<file path="src/rtl/spi_shift_pkg.sv">
package spi_shift_pkg;

  // Strobes issued by the sequencer to the datapath, one cycle each.
  typedef struct packed {
    logic load;      // a request is being taken this cycle
    logic loadRecv;  // the taken request is a receive
    logic shiftTx;   // drive the next outgoing bit at the coming edge
    logic sampleRx;  // capture the synchronised input bit at the coming edge
    logic finish;    // last low phase ends at the coming edge
  } shStrobe_t;

  typedef enum logic [1:0] {
    PH_IDLE = 2'd0,
    PH_HIGH = 2'd1,
    PH_LOW  = 2'd2
  } shPhase_e;

endpackage

</file>
<file path="src/rtl/spi_shift_ctrl.sv">
module spi_shift_ctrl
  import spi_shift_pkg::*;
#(
  parameter int DATA_W      = 8,
  parameter int HALF_CYCLES = 500,
  parameter int SYNC_STAGES = 2
) (
  input  logic      clk,
  input  logic      rst_n,
  input  logic      sendReq,
  input  logic      recvReq,
  output logic      sck,
  output logic      done,
  output logic      recvMode,
  output shStrobe_t stb
);

  localparam int CW  = (HALF_CYCLES > 1) ? $clog2(HALF_CYCLES) : 1;
  localparam int BCW = (DATA_W > 1) ? $clog2(DATA_W) : 1;
  localparam logic [CW-1:0]  PH_LAST   = CW'(HALF_CYCLES - 1);
  localparam logic [CW-1:0]  SAMPLE_AT = CW'(SYNC_STAGES - 1);
  localparam logic [BCW-1:0] BIT_LAST  = BCW'(DATA_W - 1);

  shPhase_e       phase;
  logic [CW-1:0]  phaseCnt;
  logic [BCW-1:0] bitCnt;
  logic           phaseEnd;

  assign phaseEnd = (phaseCnt == PH_LAST);

  always_comb begin
    stb          = '0;
    stb.load     = (phase == PH_IDLE) && (sendReq || recvReq);
    stb.loadRecv = recvReq && !sendReq;
    stb.shiftTx  = (phase == PH_HIGH) && (phaseCnt == '0) && !recvMode;
    stb.sampleRx = (phase == PH_LOW) && (phaseCnt == SAMPLE_AT) && recvMode;
    stb.finish   = (phase == PH_LOW) && phaseEnd && (bitCnt == BIT_LAST);
  end

  always_ff @(posedge clk or negedge rst_n) begin
    if (!rst_n) begin
      phase    <= PH_IDLE;
      phaseCnt <= '0;
      bitCnt   <= '0;
      sck      <= 1'b0;
      done     <= 1'b0;
      recvMode <= 1'b0;
    end else begin
      done <= 1'b0;
      unique case (phase)
        PH_IDLE: begin
          if (stb.load) begin
            phase    <= PH_HIGH;
            sck      <= 1'b1;
            phaseCnt <= '0;
            bitCnt   <= '0;
            recvMode <= stb.loadRecv;
          end
        end
        PH_HIGH: begin
          if (phaseEnd) begin
            phase    <= PH_LOW;
            sck      <= 1'b0;
            phaseCnt <= '0;
          end else begin
            phaseCnt <= phaseCnt + 1'b1;
          end
        end
        PH_LOW: begin
          if (phaseEnd) begin
            phaseCnt <= '0;
            if (bitCnt == BIT_LAST) begin
              phase <= PH_IDLE;
              done  <= 1'b1;
            end else begin
              phase  <= PH_HIGH;
              sck    <= 1'b1;
              bitCnt <= bitCnt + 1'b1;
            end
          end else begin
            phaseCnt <= phaseCnt + 1'b1;
          end
        end
        default: phase <= PH_IDLE;
      endcase
    end
  end

endmodule

</file>
<file path="src/rtl/spi_shift_dp.sv">
module spi_shift_dp
  import spi_shift_pkg::*;
#(
  parameter int DATA_W      = 8,
  parameter int SYNC_STAGES = 2
) (
  input  logic              clk,
  input  logic              rst_n,
  input  shStrobe_t         stb,
  input  logic              recvMode,
  input  logic [DATA_W-1:0] txByte,
  input  logic              miso,
  output logic              mosi,
  output logic [DATA_W-1:0] rxByte
);

  logic [DATA_W-1:0]      txSh;
  logic [DATA_W-1:0]      rxSh;
  logic [DATA_W-1:0]      rxNext;
  logic [SYNC_STAGES-1:0] syncQ;
  logic                   misoSync;

  // Input synchroniser chain, one flop per stage.
  genvar gs;
  generate
    for (gs = 0; gs < SYNC_STAGES; gs++) begin : g_sync
      if (gs == 0) begin : g_first
        always_ff @(posedge clk or negedge rst_n) begin
          if (!rst_n) syncQ[0] <= 1'b0;
          else        syncQ[0] <= miso;
        end
      end else begin : g_next
        always_ff @(posedge clk or negedge rst_n) begin
          if (!rst_n) syncQ[gs] <= 1'b0;
          else        syncQ[gs] <= syncQ[gs-1];
        end
      end
    end
  endgenerate

  assign misoSync = syncQ[SYNC_STAGES-1];
  assign rxNext   = stb.sampleRx ? {rxSh[DATA_W-2:0], misoSync} : rxSh;

  always_ff @(posedge clk or negedge rst_n) begin
    if (!rst_n) begin
      txSh   <= '0;
      rxSh   <= '0;
      mosi   <= 1'b0;
      rxByte <= '0;
    end else begin
      if (stb.load) begin
        txSh <= stb.loadRecv ? '0 : txByte;
        rxSh <= '0;
      end else begin
        if (stb.shiftTx) begin
          mosi <= txSh[DATA_W-1];
          txSh <= {txSh[DATA_W-2:0], 1'b0};
        end
        rxSh <= rxNext;
        if (stb.finish) begin
          mosi <= 1'b0;
          if (recvMode) rxByte <= rxNext;
        end
      end
    end
  end

endmodule

</file>
<file path="src/rtl/spi_byte_shifter.sv">
module spi_byte_shifter
  import spi_shift_pkg::*;
#(
  parameter int DATA_W      = 8,
  parameter int HALF_CYCLES = 500,
  parameter int SYNC_STAGES = 2
) (
  input  logic              clk,
  input  logic              rst_n,
  input  logic              sendReq,
  input  logic              recvReq,
  input  logic [DATA_W-1:0] txByte,
  input  logic              miso,
  output logic              sck,
  output logic              mosi,
  output logic [DATA_W-1:0] rxByte,
  output logic              done
);

  shStrobe_t stb;
  logic      recvMode;

  spi_shift_ctrl #(
    .DATA_W(DATA_W), .HALF_CYCLES(HALF_CYCLES), .SYNC_STAGES(SYNC_STAGES)
  ) uCtrl (
    .clk(clk), .rst_n(rst_n), .sendReq(sendReq), .recvReq(recvReq),
    .sck(sck), .done(done), .recvMode(recvMode), .stb(stb)
  );

  spi_shift_dp #(
    .DATA_W(DATA_W), .SYNC_STAGES(SYNC_STAGES)
  ) uDp (
    .clk(clk), .rst_n(rst_n), .stb(stb), .recvMode(recvMode),
    .txByte(txByte), .miso(miso), .mosi(mosi), .rxByte(rxByte)
  );

endmodule

</file>
<file path="config.mk">
export PLATFORM = sky130hd
export DESIGN_NAME = spi_byte_shifter
export DESIGN_NICKNAME = d
export VERILOG_FILES = /design/src/rtl/spi_shift_pkg.sv /design/src/rtl/spi_shift_ctrl.sv /design/src/rtl/spi_shift_dp.sv /design/src/rtl/spi_byte_shifter.sv
export SDC_FILE = /design/constraint.sdc
export NUM_CORES = 1
export LEC_CHECK = 0
export ABC_AREA = 1
export BUFFER_PORTS_ARGS = -buffer_cell sky130_fd_sc_hd__clkbuf_2
export CORE_MARGIN = 4
export CORE_UTILIZATION = 60
export CTS_CLUSTER_DIAMETER = 120
export CTS_CLUSTER_SIZE = 28
export DETAILED_ROUTE_END_ITERATION = 8
export GPL_ROUTABILITY_DRIVEN = 0
export MAX_ROUTING_LAYER = met4
export PLACE_DENSITY = 0.84
export REMOVE_ABC_BUFFERS = 1
export SYNTH_ARGS = -nofsm -noshare
export SYNTH_HDL_FRONTEND = slang
export SYNTH_SLANG_ARGS = --single-unit
</file>
<file path="constraint.sdc">
create_clock -name clk -period 2.3 [get_ports clk]
set_input_delay 0 -clock clk [delete_from_list [all_inputs] [get_ports clk]]
set_output_delay 0 -clock clk [all_outputs]
set_load 0.005 [all_outputs]
</file>
==> results of run 1 <==
worst paths after layout:
check / endpoint / slack, ns / cells after the start
worst min register to register: uDp.misoSync$_DFF_PN0_ / 0.37 / 0
max in group asynchronous: uDp.rxByte[5]$_DFFE_PN0P_ / 1.48 / 3
min in group asynchronous: uCtrl.phaseCnt[4]$_DFFE_PN0P_ / 0.23 / 2
worst max-delay path: uDp.rxByte[7]$_DFFE_PN0P_ / 0.35 / 9
worst min-delay path: uDp.txSh[4]$_DFFE_PN0P_ / 0.01 / 5
worst max register to register: uDp.rxByte[7]$_DFFE_PN0P_ / 0.35 / 9
metal layers:
layer,vias up,GRT usage (%)
met5,-,-
met4,0,9.79
met3,11,3.91
met2,47,32.5
met1,868,27.7
li1,987,-
power by group through the flow:
stage	registers [mW]	logic [mW]	clock network (mW)
2_1_floorplan	1.02	0.728	0
3_3_place_gp	1.03	0.932	0
3_5_place_dp	1.04	0.966	0
4_1_cts	1.02	0.979	0.618
5_1_grt	1.05	1.15	0.646
6_report	1.03	0.981	0.606
layout by cell type (no fill, tap or decap):
master | Yosys | final
a21oi_1 | 2 | 2
buf_4 | 1 | 2
bufinv_16 | 0 | 1
clkbuf_2 | 0 | 23
clkbuf_8 | 0 | 5
clkinvlp_4 | 0 | 1
dfrtp_1 | 44 | 44
dlygate4sd3_1 | 0 | 3
ha_1 | 10 | 10
inv_1 | 40 | 40
inv_2 | 2 | 2
inv_6 | 0 | 1
nand2_1 | 90 | 90
nand2_2 | 4 | 4
nand2_4 | 1 | 1
nand3_1 | 26 | 26
nand3_2 | 3 | 3
nand4_1 | 5 | 5
nor2_1 | 30 | 30
nor2_2 | 2 | 2
nor2_4 | 3 | 3
nor3_1 | 1 | 1
nor3_4 | 1 | 1
o211ai_1 | 1 | 1
o21a_1 | 1 | 1
o21ai_0 | 19 | 19
o21ai_1 | 4 | 4
o22ai_1 | 1 | 1
or2_2 | 1 | 1
logic make-up (layout without fill, tap and decap cells):
| kind of cell | count (synthesis) | in the layout |
|---|---|---|
| DFF | 44 | 44 |
| adders and majority gates | 10 | 10 |
| and+or+nand+nor | 167 | 167 |
| AOI/OAI and AO/OA | 28 | 28 |
| buffers and inverters | 44 | 78 |
tightest hold or removal path, cell delays in order:
cell and delay, ns:
clkbuf_2 0.08, nand2_1 0.04, o21ai_0 0.06, nand2_1 0.05, o21ai_0 0.06
state kept, by name, indices dropped and copies added, names as in the netlist, 2 cells and up:
name / cells
uCtrl.phase: 2
uCtrl.phaseCnt: 9
uDp.rxByte: 8
uDp.txSh: 8
uDp.rxSh: 8
uCtrl.bitCnt: 3
final cells by class:
type / instances / area share [%]
clock buffer: 5 / 2.63
clock inverter: 3 / 1.77
inverter: 42 / 6.02
multi-input combinational: 205 / 39.1
sequential: 44 / 42.1
tap: 48 / 2.29
timing repair buffer: 28 / 6.12
through the flow:
step | instance area [um^2] | util, % | cells
2_1_floorplan | 2280 | - | 291
3_3_place_gp | 2470 | 67.0 | 364
3_5_place_dp | 2470 | 67.0 | 364
4_1_cts | 2620 | 71.0 | 375
5_1_grt | 2620 | 71.0 | 375
6_report | 2620 | 71.0 | 375
repair_timing:
item                                    in CTS  in global routing
endpoints found under the hold margin       25                  0
hold buffers                                 3                  0
endpoints found under the setup margin       0                  0
gates resized for setup                      0                  0
==> results by group, run 1 <==
Timing
  • Worst Skew: 0.00855 ns
  • Fmax: 512 MHz
  • Final Cycle Share: 84.8%
  • Setup TNS: 0 ns
  • Setup slack after layout: 0.349 ns
  • Setup violations, final: 0
  • Worst slew margin: 58.9%
  • Final Hold Fails: 0
  • Final max-slew violation count: 0
  • Final Hold Slack: 0.0123 ns
  • Crit path time final: 1.95 ns
  • Tightest Pin Transition: 0.616 ns
  • RSZ-0062 raised after global routing: no

Power
  • Leakage: 1.40 nW
  • Pint: 1.57 mW
  • Share of power burned in combinational logic: 37.6%
  • Maximum vdd drop: 0.639 mV
  • Final Power: 2.61 mW
  • P_sw: 1.04 mW
  • Pwr/cell area: 999 nW/um^2
  • Sw Ratio: 39.9%
  • Flop pwr share: 39.2%
  • Clock share of power: 23.2%

Detailed routing
  • WL met2: 2140 um
  • Vias per inst: 5.10
  • 1st-pass router iterations: 4
  • Drt total wl: 4540 um
  • DRC: 0
  • M1 WL: 2050 um
  • Met3 Routed Length: 239 um
  • Highest routing layer actually used: met4
  • DRT iter0 DRCs: 132
  • Vias: 1913
  • Routed len/inst: 12.1 um
  • Post-DRT Antenna Nets: 0

Yosys
  • Post-synthesis compound-gate area fraction: 6.38%
  • Simple-gate share of the synthesized area: 32.8%
  • Area share of xor/xnor cells in the synthesized design: 0%
  • Async SR Flop Fraction: 100%
  • Synth cell types: 24
  • Synth cell count leaders: nand2_1, dfrtp_1, inv_1
  • Cell taking the most area after synthesis: dfrtp_1
  • Top-count cell post-synth: nand2_1
  • YS warnings: 0
  • Syn_area_per_cell: 7.83 um^2
  • Mux cell area share after synthesis: 0%
  • Largest family of logic cells by synthesized area: simple AND/OR/NAND/NOR gates
  • Post-synth EDFFs: 0
  • Ranking of synthesized cells by area: dfrtp_1, nand2_1, inv_1
  • Sequential share of the synthesized area: 48.0%
  • Post-synth top area share: 48.0%
  • Post-Syn Area: 2290 um^2
  • Post-Synthesis Cells: 293
  • Yosys reg bits: 44
  • Synth Flop Type: dfrtp_1
  • Synth Area in Adders: 5.45%

CTS
  • Clk slew on worst S/H paths: 0.09 ns
  • CTS HTree Levels: 2
  • CTS Sinks: 44
  • CTS tree: yes
  • CTS Buffer Depth: 2
  • Post-CTS Setup Inserts: 0
  • CTS Buf Count: 5
  • Clock root cell: clkbuf_8
  • Clock Latency Late Sink: 0.31 ns

Floorplanning
  • Io pins: 24
  • Width of the chip: 69.8 um
  • Core footprint: 3690 um^2
  • Die Footprint: 4880 um^2
  • Die Y: 69.8 um
  • Std-Cell Rows: 22
  • Initial core utilization: 62.2%

Outcome
  • Outcome: finished, final reports clean

Placed design
  • Pre-CTS worst setup slack: 0.363 ns
  • DPL Wire Length: 3380 um
  • Buffers added on ports: 23

Worst setup path
  • Crit path largest cell delay: 0.43 ns
  • CP Launch Type: flop
  • Origin of the worst setup path: uCtrl.phase[0]$_DFFE_PN0P_
  • CP Capture Type: flop
  • Top Family by Delay on Critical Path: simple AND/OR/NAND/NOR gates
  • WP buf/inv: 2
  • CP max stage cell: dfrtp_1
  • Worst path arrival time: 2.19 ns
  • Critical path, cell by cell: inv_1 -> ha_1 -> nand2_1 -> nand2_2 -> inv_2 -> nand2_2 -> nor3_4 -> nand3_1 -> nand2_1
  • Critical path type: flop to flop
  • Reg2reg start: uCtrl.phase[0]$_DFFE_PN0P_
  • Maximum fanout along the worst path: 16
  • Worst EP required: 2.54 ns

Cells and area
  • Area of the multi-input gates: 1020 um^2
  • Nets@finish: 349
  • P&R area growth vs syn: 14.1%
  • Fraction of layout cells with a size suffix above 1: 15.3%
  • Fill cell count: 321
  • FF+latch area: 1100 um^2
  • ANT cells: 0

Hold path
  • HP Start: txByte[4]
  • HP Class: input port to flop

GRT
  • Largest net degree at the start of global routing: 26
  • Global-route wire length before repair: 8070 um
  • Initial antenna violation count: 0
  • Total track usage: 21.3%
  • Vias in the first global route: 1838
  • Total grt overflow: 0

Flow run
  • Max cap viols: 0
(Power assumes the default switching activity.)
==> inputs of run 2 (changes only) <==
--- a/config.mk
+++ b/config.mk
@@ -5,16 +5,16 @@
 export SDC_FILE = /design/constraint.sdc
 export NUM_CORES = 1
 export LEC_CHECK = 0
-export ABC_AREA = 1
+export ABC_AREA = 0
 export BUFFER_PORTS_ARGS = -buffer_cell sky130_fd_sc_hd__clkbuf_2
 export CORE_MARGIN = 4
-export CORE_UTILIZATION = 60
+export CORE_UTILIZATION = 52
 export CTS_CLUSTER_DIAMETER = 120
 export CTS_CLUSTER_SIZE = 28
 export DETAILED_ROUTE_END_ITERATION = 8
 export GPL_ROUTABILITY_DRIVEN = 0
 export MAX_ROUTING_LAYER = met4
-export PLACE_DENSITY = 0.84
+export PLACE_DENSITY = 0.78
 export REMOVE_ABC_BUFFERS = 1
 export SYNTH_ARGS = -nofsm -noshare
 export SYNTH_HDL_FRONTEND = slang
==> constraint.sdc (replaced) <==
create_clock -name clk -period 1.58 [get_ports clk]
set_input_delay 0 -clock clk [delete_from_list [all_inputs] [get_ports clk]]
set_output_delay 0 -clock clk [all_outputs]
set_load 0.005 [all_outputs]
==> run 2 against run 1 <==
  * The run now ends with negative hold slack, negative setup slack left
  * Final area is 13% higher
  * Critical path depth is 4 lower
  * Die area is 6.2% higher
  * Area after synthesis is 7.3% lower
  * Maximum frequency is 11% higher
  * Combinational power is 94% lower
  * Clock-buffer cell count stayed put
  * Clock power is 13% higher
  * Register-to-register slack worse by 0.53 ns
  * Critical path type unchanged
  * Cell count is 13% lower
  * Sequential share of layout area is 4.7 points lower
==> results by group, run 2 <==
Outcome
  • Outcome: finished with violations (was finished, final reports clean)
  • Failing checks: negative hold slack, negative setup slack

CTS
  • CTS HTree Levels: 2 (unchanged)
  • CTS Buffer Depth: 2 (unchanged)
  • Clock root cell: clkbuf_8 (unchanged)
  • Clock Latency Late Sink: 0.30 ns (was 0.31 ns)
  • CTS Sinks: 44 (unchanged)
  • CTS Buf Count: 5 (unchanged)
  • CTS tree: yes (unchanged)
  • Clk slew on worst S/H paths: 0.08 ns (was 0.09 ns)

Floorplanning
  • Initial core utilization: 56.0% (was 62.2%)
  • Std-Cell Rows: 22 (unchanged)
  • Core footprint: 3800 um^2 (was 3690 um^2)
  • Die Y: 72.0 um (was 69.8 um)
  • Io pins: 24 (unchanged)
  • Die Footprint: 5180 um^2 (was 4880 um^2)
  • Width of the chip: 72.0 um (was 69.8 um)

Worst setup path
  • CP Capture Type: flop (unchanged)
  • WP buf/inv: 1 (was 2)
  • Top Family by Delay on Critical Path: simple AND/OR/NAND/NOR gates (unchanged)
  • Critical path type: flop to flop (unchanged)
  • Worst path arrival time: 1.98 ns (was 2.19 ns)
  • Crit path largest cell delay: 0.58 ns (was 0.43 ns)
  • Worst EP required: 1.80 ns (was 2.54 ns)
  • CP max stage cell: or4_4 (was dfrtp_1)
  • Critical path, cell by cell: nand4_1 -> or4_4 -> nor3b_2 -> buf_4 -> mux2i_1 (was inv_1 -> ha_1 -> nand2_1 -> nand2_2 -> inv_2 -> nand2_2 -> nor3_4 -> nand3_1 -> nand2_1)
  • Maximum fanout along the worst path: 5 (was 16)
  • CP Launch Type: flop (unchanged)

Detailed routing
  • Vias per inst: 5.41 (was 5.10)
  • DRC: 0 (unchanged)
  • Drt total wl: 5300 um (was 4540 um)
  • Routed len/inst: 16.3 um (was 12.1 um)
  • DRT iter0 DRCs: 144 (was 132)
  • 1st-pass router iterations: 4 (unchanged)
  • Post-DRT Antenna Nets: 0 (unchanged)
  • Vias: 1759 (was 1913)

Placed design
  • Dpl cells: 303 (was 364)
  • DPL Wire Length: 3120 um (was 3380 um)
  • Pre-CTS worst setup slack: -0.316 ns (was 0.363 ns)
  • Placed instance area: 2520 um^2 (was 2470 um^2)
  • Buffers added on ports: 23 (unchanged)

Cells and area
  • Final instance area: 2950 um^2 (was 2620 um^2)
  • Fraction of layout cells with a size suffix above 1: 39.4% (was 15.3%)
  • Most frequent cells in the layout: dfrtp_1, buf_4, clkbuf_2 (was nand2_1, dfrtp_1, inv_1)
  • Most common cell after layout, fill and taps aside: dfrtp_1 (was nand2_1)
  • Final Non-Filler Cells: 325 (was 375)
  • Max FFs per register: 9 (unchanged)
  • ANT cells: 0 (unchanged)
  • Nets@finish: 299 (was 349)
  • P&R area growth vs syn: 38.4% (was 14.1%)
  • Largest Register: uCtrl.phaseCnt (unchanged)
  • Post-layout util: 77.5% (was 71.0%)

Yosys
  • Synth cell count leaders: dfrtp_1, nand2_1, nor2_1 (was nand2_1, dfrtp_1, inv_1)
  • Post-Synthesis Cells: 207 (was 293)
  • Yosys reg bits: 44 (unchanged)
  • Syn_area_per_cell: 10.3 um^2 (was 7.83 um^2)
  • Post-synth EDFFs: 0 (unchanged)
  • Post-synth top area share: 51.7% (was 48.0%)
  • Synth cell types: 36 (was 24)
  • Ranking of synthesized cells by area: dfrtp_1, mux2i_1, ha_1 (was dfrtp_1, nand2_1, inv_1)
  • YS warnings: 0 (unchanged)
  • Async SR Flop Fraction: 100% (unchanged)
  • Post-Syn Area: 2130 um^2 (was 2290 um^2)
  • Sequential share of the synthesized area: 51.7% (was 48.0%)
  • Synth Flop Type: dfrtp_1 (unchanged)
  • Top-count cell post-synth: dfrtp_1 (was nand2_1)
  • Cell taking the most area after synthesis: dfrtp_1 (unchanged)

Hold path
  • HP Class: input port to flop (unchanged)

Timing
  • Worst slew margin: 66.3% (was 58.9%)
  • Setup violations, final: 38 (was 0)
  • RSZ-0062 raised after global routing: yes (was no)
  • Worst Skew: 0.00556 ns (was 0.00855 ns)
  • Crit path time final: 1.76 ns (was 1.95 ns)
  • Final max-slew violation count: 0 (unchanged)
  • Final Cycle Share: 111% (was 84.8%)
  • Final Hold Fails: 1 (was 0)
  • Fmax: 568 MHz (was 512 MHz)
  • Setup TNS: -3.54 ns (was 0 ns)
  • Setup slack after layout: -0.180 ns (was 0.349 ns)
  • Tightest Pin Transition: 0.506 ns (was 0.616 ns)
  • Final Hold Slack: -0.0137 ns (was 0.0123 ns)

Power
  • Final Power: 1.87 mW (was 2.61 mW)
  • Maximum vdd drop: 0.464 mV (was 0.639 mV)
  • Leakage: 1.41 nW (was 1.40 nW)
  • Pwr/cell area: 636 nW/um^2 (was 999 nW/um^2)

GRT
  • Initial antenna violation count: 0 (unchanged)
  • Vias in the first global route: 1697 (was 1838)
  • Global-route wire length before repair: 7590 um (was 8070 um)
  • Largest net degree at the start of global routing: 22 (was 26)
  • Total track usage: 19.3% (was 21.3%)
  • Total grt overflow: 0 (unchanged)

Flow run
  • Max cap viols: 0 (unchanged)
[run 2: power by group]
part	leakage (nW)	switching (mW)	internal [mW]	total (mW)
Combinational	0.860	0.0323	0.0249	0.0572
Sequential	0.507	0.000698	1.13	1.13
Clock	0.0479	0.379	0.308	0.687
Total	1.41	0.412	1.46	1.87
[run 2: timing repair]
item,CTS,global route
pin swaps,4,17
hold buffers,6,1
setup endpoints to repair,40,41
gates resized for setup,16,46
gates cloned,2,0
endpoints found under the hold margin,24,1
buffers inserted,1,4
[run 2: cells by family after synthesis]
family          Yosys count  synth area share, %
buf+inv                  21                 4.06
fa+ha+maj                10                 5.88
compound gates           28                 8.17
xor+xnor                  7                 2.88
flops                    44                 51.7
simple gates             77                 17.8
mux                      20                 9.46
[run 2: path summary, 6_finish.rpt]
path	cells past startpoint	slack [ns]	start	end
worst max-delay path	5	-0.18	uCtrl.phaseCnt[4]$_DFFE_PN0P_	uCtrl.bitCnt[1]$_DFFE_PN0P_
worst min-delay path	3	-0.01	txByte[4]	uDp.txSh[4]$_DFFE_PN0P_
worst max register to register	5	-0.18	uCtrl.phaseCnt[4]$_DFFE_PN0P_	uCtrl.bitCnt[1]$_DFFE_PN0P_
worst min register to register	0	0.36	uDp.syncQ[0]$_DFF_PN0_	uDp.misoSync$_DFF_PN0_
max in group asynchronous	3	0.81	rst_n	uCtrl.phaseCnt[7]$_DFFE_PN0P_
min in group asynchronous	2	0.19	rst_n	uDp.rxSh[2]$_DFF_PN0_
[run 2: layout make-up]
class | instances | area [um^2]
flip-flops and latches | 44 | 1100
clock inverters | 3 | 18.8
clock buffers | 5 | 68.8
repair buffers | 68 | 526
well taps | 48 | 60.1
inverters | 15 | 56.3
multi-input cells | 142 | 1110
fillers | 231 | 853
[run 2: worst register-to-register path: cells and delay by family, from the launching register on]
family | cells | cell delay [ns]
and+or+nand+nor | 3 | 0.97
muxes | 1 | 0.19
DFF | 1 | 0.36
buffers and inverters | 1 | 0.16
[run 2: routing by layer]
layer  GRT usage [%]  wire (um)  up-vias  share of wire [%]
met5               -          0        -                  0
met4            6.05        111        0                2.1
met3            4.43        251       14                4.7
met2            31.8       2830       50                 53
met1            23.6       2110      855                 40
li1                -          -      840                  -
